### config.mk
export PLATFORM = sky130hd
export DESIGN_NAME = smbus_regfile_target
export DESIGN_NICKNAME = d
export VERILOG_FILES = /design/src/rtl/smbus_tgt_pkg.sv /design/src/rtl/smbus_line_sync.sv /design/src/rtl/smbus_dev_addr_reg.sv /design/src/rtl/smbus_regfile_target.sv
export SDC_FILE = /design/constraint.sdc
export NUM_CORES = 1
export LEC_CHECK = 0
export ABC_AREA = 1
export BUFFER_PORTS_ARGS = -buffer_cell sky130_fd_sc_hd__clkbuf_2
export CAP_MARGIN = 20
export CELL_PAD_IN_SITES_DETAIL_PLACEMENT = 0
export CELL_PAD_IN_SITES_GLOBAL_PLACEMENT = 1
export CORE_MARGIN = 10
export CORE_UTILIZATION = 36
export CTS_CLUSTER_DIAMETER = 120
export DETAILED_ROUTE_END_ITERATION = 8
export PLACE_DENSITY = 0.66
export SLEW_MARGIN = 30
export SYNTH_ARGS = -nofsm -noshare
export SYNTH_HDL_FRONTEND = slang
export SYNTH_SLANG_ARGS = --single-unit
### constraint.sdc
create_clock -name clk_i -period 2 [get_ports clk_i]
set_clock_uncertainty 0.1 [all_clocks]
set_input_delay 0.1 -clock clk_i [delete_from_list [all_inputs] [get_ports clk_i]]
set_output_delay 0.1 -clock clk_i [all_outputs]
set_load 0.02 [all_outputs]
### src/rtl/smbus_tgt_pkg.sv
package smbus_tgt_pkg;
  localparam int BYTE_W  = 8;
  localparam int DADDR_W = 7;
  localparam int BIT_CW  = 4;

  typedef enum logic [2:0] {ST_IDLE, ST_RX, ST_ACK, ST_TX, ST_HACK} state_e;
  typedef enum logic [1:0] {PH_ADDR, PH_PTR, PH_DATA} phase_e;
endpackage

### src/rtl/smbus_line_sync.sv
module smbus_line_sync #(
  parameter int STAGES = 2
) (
  input  logic clk_i,
  input  logic rst_ni,
  input  logic scl_i,
  input  logic sda_i,
  output logic scl_o,
  output logic sda_o,
  output logic scl_rise_o,
  output logic scl_fall_o,
  output logic start_o,
  output logic stop_o
);
  logic [STAGES-1:0] scl_sr, sda_sr;
  logic scl_d, sda_d;

  for (genvar g = 0; g < STAGES; g++) begin : g_sync
    always_ff @(posedge clk_i or negedge rst_ni) begin
      if (!rst_ni) begin
        scl_sr[g] <= 1'b1;
        sda_sr[g] <= 1'b1;
      end else if (g == 0) begin
        scl_sr[g] <= scl_i;
        sda_sr[g] <= sda_i;
      end else begin
        scl_sr[g] <= scl_sr[g-1];
        sda_sr[g] <= sda_sr[g-1];
      end
    end
  end

  always_ff @(posedge clk_i or negedge rst_ni) begin
    if (!rst_ni) begin
      scl_d <= 1'b1;
      sda_d <= 1'b1;
    end else begin
      scl_d <= scl_sr[STAGES-1];
      sda_d <= sda_sr[STAGES-1];
    end
  end

  assign scl_o      = scl_sr[STAGES-1];
  assign sda_o      = sda_sr[STAGES-1];
  assign scl_rise_o = ~scl_d & scl_o;
  assign scl_fall_o = scl_d & ~scl_o;
  assign start_o    = scl_d & scl_o & sda_d & ~sda_o;
  assign stop_o     = scl_d & scl_o & ~sda_d & sda_o;
endmodule

### src/rtl/smbus_dev_addr_reg.sv
module smbus_dev_addr_reg #(
  parameter int               W   = 7,
  parameter logic [W-1:0]     RST = '0
) (
  input  logic         clk_i,
  input  logic         rst_ni,
  input  logic         we_i,
  input  logic [W-1:0] wdata_i,
  output logic [W-1:0] addr_o
);
  always_ff @(posedge clk_i or negedge rst_ni) begin
    if (!rst_ni)   addr_o <= RST;
    else if (we_i) addr_o <= wdata_i;
  end
endmodule

### src/rtl/smbus_regfile_target.sv
module smbus_regfile_target
  import smbus_tgt_pkg::*;
#(
  parameter int                  SYNC_STAGES  = 2,
  parameter logic [DADDR_W-1:0]  DEV_ADDR_RST = 7'h50,
  parameter logic [BYTE_W-1:0]   DEV_ADDR_PTR = 8'h00
) (
  input  logic              clk_i,
  input  logic              rst_ni,
  input  logic              cs_ni,
  input  logic              scl_i,
  input  logic              sda_i,
  output logic              sda_oe_o,
  output logic [BYTE_W-1:0] reg_addr_o,
  output logic [BYTE_W-1:0] reg_wdata_o,
  output logic              reg_we_o,
  input  logic [BYTE_W-1:0] reg_rdata_i
);
  localparam logic [BIT_CW-1:0] LAST_BIT = BIT_CW'(BYTE_W - 1);
  localparam logic [BIT_CW-1:0] FULL     = BIT_CW'(BYTE_W);

  logic scl_s, sda_s, scl_rise, scl_fall, start_det, stop_det;
  state_e st_q;
  phase_e ph_q;
  logic [BIT_CW-1:0]  cnt_q;
  logic [BYTE_W-1:0]  rx_q, tx_q, ptr_q;
  logic [DADDR_W-1:0] dev_addr;
  logic drive_q, we_q, rd_q, nack_q;
  logic [BYTE_W-1:0]  rdata;

  smbus_line_sync #(.STAGES(SYNC_STAGES)) u_sync (
    .clk_i, .rst_ni, .scl_i, .sda_i,
    .scl_o(scl_s), .sda_o(sda_s), .scl_rise_o(scl_rise), .scl_fall_o(scl_fall),
    .start_o(start_det), .stop_o(stop_det)
  );

  smbus_dev_addr_reg #(.W(DADDR_W), .RST(DEV_ADDR_RST)) u_daddr (
    .clk_i, .rst_ni,
    .we_i(we_q && ptr_q == DEV_ADDR_PTR),
    .wdata_i(rx_q[DADDR_W-1:0]),
    .addr_o(dev_addr)
  );

  // address slot reads back from the local register
  assign rdata = (ptr_q == DEV_ADDR_PTR) ? {{(BYTE_W-DADDR_W){1'b0}}, dev_addr} : reg_rdata_i;

  always_ff @(posedge clk_i or negedge rst_ni) begin
    if (!rst_ni) begin
      st_q <= ST_IDLE; ph_q <= PH_ADDR; cnt_q <= '0;
      rx_q <= '0; tx_q <= '0; ptr_q <= '0;
      drive_q <= 1'b0; we_q <= 1'b0; rd_q <= 1'b0; nack_q <= 1'b0;
    end else begin
      we_q <= 1'b0;
      if (cs_ni) begin
        st_q <= ST_IDLE; drive_q <= 1'b0;
      end else if (start_det) begin
        st_q <= ST_RX; ph_q <= PH_ADDR; cnt_q <= '0; drive_q <= 1'b0;
      end else if (stop_det) begin
        st_q <= ST_IDLE; drive_q <= 1'b0;
      end else begin
        unique case (st_q)
          ST_RX: begin
            if (scl_rise && cnt_q != FULL) begin
              rx_q  <= {rx_q[BYTE_W-2:0], sda_s};
              cnt_q <= cnt_q + 1'b1;
            end else if (scl_fall && cnt_q == FULL) begin
              cnt_q <= '0;
              unique case (ph_q)
                PH_ADDR: begin
                  if (rx_q[BYTE_W-1:1] == dev_addr) begin
                    st_q <= ST_ACK; drive_q <= 1'b1; rd_q <= rx_q[0];
                  end else begin
                    st_q <= ST_IDLE;
                  end
                end
                PH_PTR: begin
                  ptr_q <= rx_q; st_q <= ST_ACK; drive_q <= 1'b1;
                end
                default: begin
                  we_q <= 1'b1; st_q <= ST_ACK; drive_q <= 1'b1;
                end
              endcase
            end
          end
          ST_ACK: begin
            if (scl_fall) begin
              drive_q <= 1'b0;
              if (ph_q == PH_ADDR && rd_q) begin
                st_q <= ST_TX; tx_q <= rdata; drive_q <= ~rdata[BYTE_W-1]; cnt_q <= '0;
              end else begin
                st_q <= ST_RX;
                if (ph_q == PH_ADDR)     ph_q <= PH_PTR;
                else if (ph_q == PH_PTR) ph_q <= PH_DATA;
                else                     ptr_q <= ptr_q + 1'b1;
              end
            end
          end
          ST_TX: begin
            if (scl_fall) begin
              if (cnt_q == LAST_BIT) begin
                st_q <= ST_HACK; drive_q <= 1'b0; ptr_q <= ptr_q + 1'b1; cnt_q <= '0;
              end else begin
                tx_q    <= {tx_q[BYTE_W-2:0], 1'b0};
                drive_q <= ~tx_q[BYTE_W-2];
                cnt_q   <= cnt_q + 1'b1;
              end
            end
          end
          ST_HACK: begin
            if (scl_rise) nack_q <= sda_s;
            else if (scl_fall) begin
              if (!nack_q) begin
                st_q <= ST_TX; tx_q <= rdata; drive_q <= ~rdata[BYTE_W-1];
              end else begin
                st_q <= ST_IDLE;
              end
            end
          end
          default: ;
        endcase
      end
    end
  end

  assign sda_oe_o    = drive_q & ~cs_ni;
  assign reg_addr_o  = ptr_q;
  assign reg_wdata_o = rx_q;
  assign reg_we_o    = we_q;
endmodule

Word level (Yosys, flattened, before mapping)
Cells that the tools add are included.
{"block": "classes", "add_sub_neg": 2, "n_eq_ne": 38, "mux": 72, "n_bitwise": 18, "n_reduce_logical": 23}
{"cell": "$mux 8", "n": 10}
{"cell": "$mux 7", "n": 7}
{"cell": "$ne 5x5->1 const B", "n": 8}
{"cell": "$mux 3", "n": 11}
{"cell": "$mux 4", "n": 8}
{"cell": "$ne 2x2->1 const B", "n": 16}
{"cell": "$pmux 8 s3", "n": 1}
{"cell": "$mux 1", "n": 21}
{"cell": "$pmux 7 s3", "n": 1}
{"cell": "$mux 2", "n": 10}
{"cell": "$reduce_and 8->1", "n": 2}
{"cell": "$reduce_and 13->1", "n": 1}
{"cell": "$pmux 3 s4", "n": 1}
{"cell": "$pmux 4 s3", "n": 1}
{"cell": "$reduce_and 11->1", "n": 1}
{"cell": "$not 1->1", "n": 10}
{"cell": "$reduce_and 5->1", "n": 2}
{"cell": "$ne 3x3->1 const B", "n": 3}
{"cell": "$reduce_and 9->1", "n": 1}
{"cell": "$reduce_bool 3->1", "n": 3}
{"cell": "$add 8x1->8 const B", "n": 1}
{"cell": "$and 1x1->1", "n": 8}
{"cell": "$logic_not 8->1", "n": 1}
{"cell": "$ne 4x4->1 const B", "n": 2}
{"cell": "other kinds (18)", "n": 23}
{"block": "totals", "regBits": 49, "output_inout_bits": 18, "wordCells": 170}

Logic depth before layout (Yosys ltp)
Gate-level depths: netlist of run 1.
{"block": "depth", "word_depth": 10, "mapped_depth": 12}

Hierarchy
A second synthesis of run 1 with hierarchy kept.
{"block": "hier_totals", "cells_unflattened": 412, "hier_area_um2": 2886.5}
{"module": "smbus_regfile_target", "n_inst": 1, "cells_each": 365, "area_each_um2": 2416.1, "seq_area_each_um2": 900.9}
{"module": "smbus_dev_addr_reg", "n_inst": 1, "cells_each": 30, "area_each_um2": 271.5, "seq_area_each_um2": 177.7}
{"module": "smbus_line_sync", "n_inst": 1, "cells_each": 17, "area_each_um2": 198.9, "seq_area_each_um2": 157.7}

Least setup slack after synthesis of run 1
OpenSTA, ideal clock, no wires.
{"block": "synth_timing", "path_kind": "reg2reg", "from": "register ptr_q[0], in the netlist reg_addr_o[0]", "to": "register drive_q", "setup_ns": 0.116, "arrival_time_ns": 1.566, "t_required_ns": 1.784, "path_slack_ns": 0.217, "path_stages_with_launch": 12, "synth_period_minus_slack_ns": 1.783, "cell_sequence": "dfrtp_1 inv_1 ha_1 nand2_1 nor2_1 nand3_1 buf_2 nand2_1 a21oi_1 nor2_1 nand3_1 nand2_1"}
{"block": "synth_between", "elab_chain_cells": 10, "elab_cells_between_ends": 12}
{"element": "from (decl)", "line_no": "smbus_regfile_target.sv:26", "rtl": "logic [BYTE_W-1:0] rx_q, tx_q, ptr_q;"}
{"element": "from (signal assigned)", "line_no": "smbus_regfile_target.sv:94", "rtl": "else ptr_q <= ptr_q + 1'b1;"}
{"element": "$logic_not 8->1 (*)", "line_no": "smbus_regfile_target.sv:45", "rtl": "assign rdata = (ptr_q == DEV_ADDR_PTR) ? {{(BYTE_W-DADDR_W){1'b0}}, dev_addr} : reg_rdata_i;"}
{"element": "$mux 8 (*)", "line_no": "smbus_regfile_target.sv:45"}
{"element": "$not 1->1 (*)", "line_no": "smbus_regfile_target.sv:89, smbus_regfile_target.sv:113"}
{"element": "$mux 1", "line_no": "smbus_regfile_target.sv:112", "rtl": "if (!nack_q) begin"}
{"element": "$mux 1", "line_no": "smbus_regfile_target.sv:111", "rtl": "else if (scl_fall) begin"}
{"element": "$mux 1", "line_no": "smbus_regfile_target.sv:110", "rtl": "if (scl_rise) nack_q <= sda_s;"}
{"element": "$pmux 1 s4 (*)", "line_no": "smbus_regfile_target.sv:61", "rtl": "unique case (st_q)"}
{"element": "$mux 1 (*)", "line_no": "smbus_regfile_target.sv:58", "rtl": "end else if (stop_det) begin"}
{"element": "$mux 1 (*)", "line_no": "smbus_regfile_target.sv:56", "rtl": "end else if (start_det) begin"}
{"element": "$mux 1 (*)", "line_no": "smbus_regfile_target.sv:54", "rtl": "if (cs_ni) begin"}
{"element": "to (signal assigned)", "line_no": "smbus_regfile_target.sv:104", "rtl": "drive_q <= ~tx_q[BYTE_W-2];"}
{"element": "to (decl)", "line_no": "smbus_regfile_target.sv:28", "rtl": "logic drive_q, we_q, rd_q, nack_q;"}
Mark *: on every way between the ends. The rest lies on a longest branch, timed or not. The select of a mux whose other input is x is not followed.
A chain may end at the register's enable or synchronous reset.

Final worst setup path of run 1
{"block": "layout_timing", "from": "register cnt_q[0]", "to": "register ptr_q[0], in the netlist reg_addr_o[0]"}
{"block": "layout_between", "elab_chain_cells": 4, "elab_cells_between_ends": 9}
{"element": "from (decl)", "line_no": "smbus_regfile_target.sv:25", "rtl": "logic [BIT_CW-1:0] cnt_q;"}
{"element": "from (signal assigned)", "line_no": "smbus_regfile_target.sv:65", "rtl": "cnt_q <= cnt_q + 1'b1;"}
{"element": "from (signal assigned)", "line_no": "smbus_regfile_target.sv:105", "rtl": "cnt_q <= cnt_q + 1'b1;"}
{"element": "$eq 4x4->1 or $ne 4x4->1 (tied branches)", "line_no": "smbus_regfile_target.sv:66, smbus_regfile_target.sv:63"}
{"element": "$logic_and 1x1->1 (on tied branches)", "line_no": "smbus_regfile_target.sv:66, smbus_regfile_target.sv:63"}
{"element": "$ne 2x2->1 (no line)"}
{"element": "$reduce_and 13->1 (no line) (*)"}
Mark *: on every way between the ends. The rest lies on a longest branch, timed or not.

==> flow_summary.yaml, run 1 <==
clocking:
  cts_root_buffer: "clkbuf_8"
  cts-buffers-inserted: 5
  postCtsSetupRepairBufs: 0
  h-tree-depth: 2
  insertion_delay_ns: 0.31
  path_clk_slew_ns: 0.10
  clock_sinks: 49
  clockBufferDepth: 2
  cts_tree: "built"
setup_path:
  critPathKind: "register to register"
  worstReg2RegStart: "cnt_q[0]$_DFFE_PN0P_"
  end_kind: "register"
  cpPeakStageDelay_ns: 0.41
  crit_fanout: 11
  ff2ff_setup_slack_ns: 0.16
  crit_chain: "inv_1, ha_1, nand3_1, nand2_1, inv_2, nand2_1, nand2_1, nor2_1, nand2_4, inv_2, nand2_1, o21ai_1"
  crit_top_cell: "nand2_1"
  cp.arrival_ns: 1.99
  r2r_cells: 12
  slowest_stage: "dfrtp_1"
  required_ns: 2.14
  cp-start-kind: "register"
  r2r-end: "reg_addr_o[0]$_DFFE_PN0P_"
synth:
  seq_area_frac_synth: 0.4249
  syn-mean-instance-area_um2: 7.556
  synthesis.area_um2: 2909
  netlist_instances: 385
  ys_seq_elements: 49
  synth_nets: 402
  synth_cell_types: 39
  yosysWarnings: 0
place:
  placed_area_um2: 3201
  gp_congestion: 0.8353
  numPortBuffers: 30
  dpl.cell_count: 518
  dp_hpwl_um: 5660
floorplan:
  io_pins: 31
  die-area_um2: 12080
  coreArea_um2: 7807
  die_w_um: 109.9
  placementRows: 32
  die_h_um: 109.9
  initial_utilization: 0.3726
timing:
  setup-violations-final: 0
  whs_ns: 0.05587
  hold_viol_final: 0
  finalMaxSlewViolations: 0
  final.setup.tns_ns: 0
  fmax_mhz: 542.8
  tightest_slew_ns: 0.6396
  rsz0062_at_grt: "no"
  timing.final.crit_period_ns: 1.842
  finalCritPeriodShare: 0.9211
  timing.slew.headroom: 0.5736
min_path:
  whs_endpoint: "tx_q[0]$_DFFE_PN0P_"
  hp-class: "input port to register"
  worstHoldStart: "reg_rdata_i[0]"
  holdPathStages: 5
routing:
  drc_errors: 0
  antenna_left: 0
  wirelength_um: 7405
  firstDrtPassIters: 4
  wire_per_inst_um: 14.00
  vias: 2487
  via_per_inst: 4.701
  drt-initial-drc-count: 155
global_route:
  grt_pass1_vias: 2466
  grt_pass1_wl_um: 12430
  antenna_found_initial: 0
  grt_usage: 0.1292
  grt_max_degree: 50
  overflow: 0
power:
  pwr_density_cell_nw_per_um2: 1174
  ir_drop_v: 0.0005420
  p_leak_uw: 0.001653
final_layout:
  drive_gt1_frac: 0.2412
  nNetsFinal: 443
  syn_to_final_growth_pct: 16.13
  antenna_cells: 0
  final_area_um2: 3378
  fillers: 834
  instances_no_fill: 529
job:
  maxCapViolCount: 0
run_status:
  status: "finished, final reports clean"
## worst max-delay path by stage
stage	from	end	depth (start not counted)
floorplan	reg_addr_o[0]$_DFFE_PN0P_	drive_q$_DFFE_PN0P_	11
global placement	u_sync.scl_d$_DFF_PN1_	reg_addr_o[7]$_DFFE_PN0P_	8
detailed placement	u_sync.scl_d$_DFF_PN1_	reg_addr_o[0]$_DFFE_PN0P_	8
CTS	u_sync.scl_d$_DFF_PN1_	reg_addr_o[0]$_DFFE_PN0P_	8
global route	cnt_q[0]$_DFFE_PN0P_	reg_addr_o[3]$_DFFE_PN0P_	12
finish	cnt_q[0]$_DFFE_PN0P_	reg_addr_o[0]$_DFFE_PN0P_	12
## cell usage in the layout, fill, tap and decap left out, types with 2 or more instances in the layout
cell and instances:
nor2_1 26, a21oi_1 14, nor2_2 2, nor4_1 2, dfstp_2 8, dlygate4sd3_1 3
xnor2_1 2, nand2_2 5, xor2_1 2, clkbuf_2 30, nor2_4 6, buf_4 7
nand2_4 2, clkbuf_8 5, inv_2 11, o21ai_1 10, inv_1 40, bufinv_16 2
ha_1 4, o21ai_2 14, o21ai_0 29, nand3_1 17, dfrtp_1 41, nand2_1 127
## power breakdown
group / internal (uW) / total (uW) / switching (uW)
Combinational: 566 / 1650 / 1080
Clock: 504 / 884 / 380
Sequential: 1200 / 1440 / 236
Total: 2270 / 3970 / 1690
## cells in the mapped netlist
master    number  area (um2)
a21oi_1       14       70.07
a21oi_2        1       8.760
a22oi_1        1       7.510
buf_2          1       5.000
buf_6          2       22.52
clkbuf_1       3       11.26
dfrtp_1       41        1026
dfstp_2        8       210.2
ha_1           4       50.05
inv_1         41       153.9
inv_2         10       37.54
inv_4          1       6.260
nand2_1      127       476.7
nand2_2        6       37.54
nand2_4        1       11.26
nand3_1       17       85.08
nand3_2        1       10.01
nand3b_1       1       7.510
nand4_1        1       6.260
nand4_2        1       12.51
nand4_4        1       21.27
nor2_1        26       97.59
nor2_2         3       18.77
nor2_4         5       56.30
nor2_8         1       20.02
nor3_1         1       5.000
nor3_2         1       10.01
nor3_4         1       16.27
nor4_1         2       12.51
o21ai_0       29       145.1
o21ai_1       10       50.05
o21ai_2       14       122.6
o21ai_4        1       16.27
o21bai_1       1       7.510
o22ai_1        1       6.260
or2_0          1       6.260
or2_2          1       6.260
xnor2_1        2       17.52
xor2_1         2       17.52
## flip-flops by register name (all words and copies together), names as in the netlist
| signal | cells |
|---|---|
| cnt_q | 4 |
| drive_q | 1 |
| nack_q | 1 |
| ph_q | 2 |
| rd_q | 1 |
| reg_addr_o | 8 |
| reg_wdata_o | 8 |
| reg_we_o | 1 |
| st_q | 3 |
| tx_q | 7 |
| u_daddr.addr_o | 7 |
| u_sync.scl_d | 1 |
| u_sync.scl_o | 1 |
| u_sync.scl_sr | 1 |
| u_sync.sda_d | 1 |
| u_sync.sda_o | 1 |
| u_sync.sda_sr | 1 |
## layer usage
metal,wire length [um],global-route usage,vias up
li1,-,-,1302
met1,4044,0.1888,1138
met2,3026,0.1901,43
met3,258,0.02341,4
met4,75,0.03346,0
met5,0,0,-
## area by class of cell
cell class              instances  area (um2)  area share
clock inverters                 3       68.82     0.02037
clock buffers                   5       68.82     0.02037
inverters                      52       197.7     0.05852
well taps                     102       127.6     0.03778
multi-input cells             278        1446      0.4281
flip-flops and latches         49        1236      0.3659
repair buffers                 40       232.7     0.06889
## logic make-up (layout without fill, tap and decap cells)
group | after synthesis | after routing | share of synthesized area
compound gates | 72 | 72 | 0.1493
simple gates | 198 | 198 | 0.3153
flops | 49 | 49 | 0.4249
fa+ha+maj | 4 | 4 | 0.01720
xor+xnor | 4 | 4 | 0.01205
buf+inv | 58 | 100 | 0.08129
## worst max-delay path, delay by kind of cell, from the launching register on
| family | cells | cell delay, ns |
|---|---|---|
| compound gates | 1 | 0.07 |
| buf+inv | 3 | 0.28 |
| fa+ha+maj | 1 | 0.15 |
| simple gates | 7 | 0.76 |
| flops | 1 | 0.41 |
## through the flow
stage	power (uW)	utilization	setup slack [ns]
final	3966	0.4327	0.1578
after global routing	4274	0.4327	0.01185
after CTS	3991	0.4314	0.1037
after detailed placement	3089	0.4099	0.1365
after global placement	3087	0.4099	0.1605
after floorplan	2616	-	0.2172
## repair_timing
action,CTS,global route
hold endpoints to repair,43,0
endpoints found under the setup margin,0,8
resized for setup,0,3
hold buffers,3,0
Power figures use the tool's default switching activity.
==> run 2: changes to the inputs <==
--- a/config.mk
+++ b/config.mk
@@ -12,6 +12,7 @@
 export CELL_PAD_IN_SITES_GLOBAL_PLACEMENT = 1
 export CORE_MARGIN = 10
 export CORE_UTILIZATION = 36
+export CTS_BUF_LIST = sky130_fd_sc_hd__clkbuf_16
 export CTS_CLUSTER_DIAMETER = 120
 export DETAILED_ROUTE_END_ITERATION = 8
 export PLACE_DENSITY = 0.66
==> flow_summary.yaml, run 2 (synthesis gave the netlist of run 1 again) <==
run_status:
  status: "finished, final reports clean"
setup_path:
  ff2ff_setup_slack_ns: 0.18
  slowest_stage: "dfrtp_1"
  cp.arrival_ns: 1.94
  critPathKind: "register to register"
  required_ns: 2.12
  r2r_cells: 12
  crit_chain: "inv_1, ha_1, nand3_1, nand2_1, inv_2, nand2_1, nand2_1, nor2_1, nand2_4, inv_2, nand2_1, o21ai_1"
  cpPeakStageDelay_ns: 0.40
  worstReg2RegStart: "cnt_q[0]$_DFFE_PN0P_"
  crit_top_cell: "nand2_1"
  r2r-end: "reg_addr_o[0]$_DFFE_PN0P_"
  crit_family: "simple AND/OR/NAND/NOR gates"
  cp-start-kind: "register"
  cp_num_buf_inv: 3
  crit_fanout: 11
  end_kind: "register"
min_path:
  hp-class: "input port to register"
  whs_endpoint: "tx_q[0]$_DFFE_PN0P_"
  holdPathStages: 5
  worstHoldStart: "reg_rdata_i[0]"
global_route:
  antenna_found_initial: 0
  grt_pass1_wl_um: 12500
  grt_max_degree: 50
  grt_pass1_vias: 2477
  overflow: 0
  grt_usage: 0.1301
clocking:
  path_clk_slew_ns: 0.07
  cts_root_buffer: "clkbuf_16"
  cts-buffers-inserted: 5
  cts_tree: "built"
  h-tree-depth: 2
  insertion_delay_ns: 0.29
  clockBufferDepth: 2
  clock_sinks: 49
place:
  gp_congestion: 0.8353
  numPortBuffers: 30
  dp_hpwl_um: 5660
final_layout:
  final_util: 0.4399
  final_cell_mix: "nand2_1, dfrtp_1, inv_1, clkbuf_2, o21ai_0"
  antenna_cells: 0
  multi_input_area_um2: 1446
  seqCellArea_um2: 1236
  fillers: 821
  nNetsFinal: 443
  syn_to_final_growth_pct: 18.06
  drive_gt1_frac: 0.2412
  final_common_cell: "nand2_1"
power:
  ir_drop_v: 0.0005053
  pwr_density_cell_nw_per_um2: 1222
  p_leak_uw: 0.001679
floorplan:
  die_h_um: 109.9
  die-area_um2: 12080
  initial_utilization: 0.3726
  io_pins: 31
  coreArea_um2: 7807
  die_w_um: 109.9
  placementRows: 32
timing:
  whs_ns: 0.08708
  tightest_slew_ns: 0.6380
  finalMaxSlewViolations: 0
  hold_viol_final: 0
  timing.final.crit_period_ns: 1.824
  final.setup.tns_ns: 0
  finalCritPeriodShare: 0.9122
  fmax_mhz: 548.1
  timing.slew.headroom: 0.5747
  rsz0062_at_grt: "no"
  setup-violations-final: 0
routing:
  via_per_inst: 4.690
  wire_per_inst_um: 13.96
  firstDrtPassIters: 4
  drt-initial-drc-count: 183
  drc_errors: 0
  vias: 2481
  antenna_left: 0
  wirelength_um: 7384
job:
  maxCapViolCount: 0
[run 2: cell counts in the layout (fill, tap and decap cells not counted)]
No cell type changed its count.
[run 2: worst max path at each step]
stage | slack [ns] | end | start | cells past startpoint
final | 0.18 | reg_addr_o[0]$_DFFE_PN0P_ | cnt_q[0]$_DFFE_PN0P_ | 12
after global routing | 0.02 | reg_addr_o[3]$_DFFE_PN0P_ | cnt_q[0]$_DFFE_PN0P_ | 12
after CTS | 0.11 | reg_addr_o[0]$_DFFE_PN0P_ | u_sync.scl_d$_DFF_PN1_ | 8
after detailed placement | 0.14 | reg_addr_o[0]$_DFFE_PN0P_ | u_sync.scl_d$_DFF_PN1_ | 8
after global placement | 0.16 | reg_addr_o[7]$_DFFE_PN0P_ | u_sync.scl_d$_DFF_PN1_ | 8
after floorplan | 0.22 | drive_q$_DFFE_PN0P_ | reg_addr_o[0]$_DFFE_PN0P_ | 11
[run 2: layout make-up]
class                           instances  area share
Clock buffer                            5     0.03643
Clock inverter                          3     0.02004
Sequential cell                        49      0.3599
Tap cell                              102     0.03716
Multi-Input combinational cell        278      0.4211
Timing Repair Buffer                   40     0.06776
Inverter                               52     0.05756
[run 2: worst register-to-register path, cell delays in order, from the launching register on]
cell     delay (ns)
dfrtp_1        0.40
inv_1          0.10
ha_1           0.15
nand3_1        0.13
nand2_1        0.13
inv_2          0.07
nand2_1        0.06
nand2_1        0.04
nor2_1         0.18
nand2_4        0.14
inv_2          0.12
nand2_1        0.06
o21ai_1        0.07
[run 2: timing repair]
| action | in CTS | in global routing |
|---|---|---|
| endpoints found under the hold margin | 43 | 0 |
| buffers inserted | 0 | 0 |
| resized for setup | 0 | 3 |
| hold buffers | 3 | 0 |
| setup endpoints to repair | 0 | 8 |
[run 2: power breakdown]
part,leakage (uW),switching [uW],internal (uW),total (uW)
logic,0.000954,1080,566,1640
registers,0.000631,234,1200,1440
clock network,0.0000944,397,722,1120
[run 2: stage by stage]
step                      power [uW]  instance area [um2]  worst slack (ns)  std cells
after floorplan                 2616                 2909            0.2172        385
after global placement          3087                 3201            0.1605        518
after detailed placement        3089                 3201            0.1365        518
after CTS                       4229                 3425            0.1117        529
after global routing            4530                 3435           0.01866        529
final                           4197                 3435            0.1756        529
[run 2: metal layers]
| layer | track usage | part of all wire | wire (um) |
|---|---|---|---|
| met1 | 0.1913 | 0.54 | 4023 |
| met2 | 0.1905 | 0.42 | 3066 |
| met3 | 0.02341 | 0.034 | 253 |
| met4 | 0.03346 | 0.0056 | 41 |
| met5 | 0 | 0 | 0 |
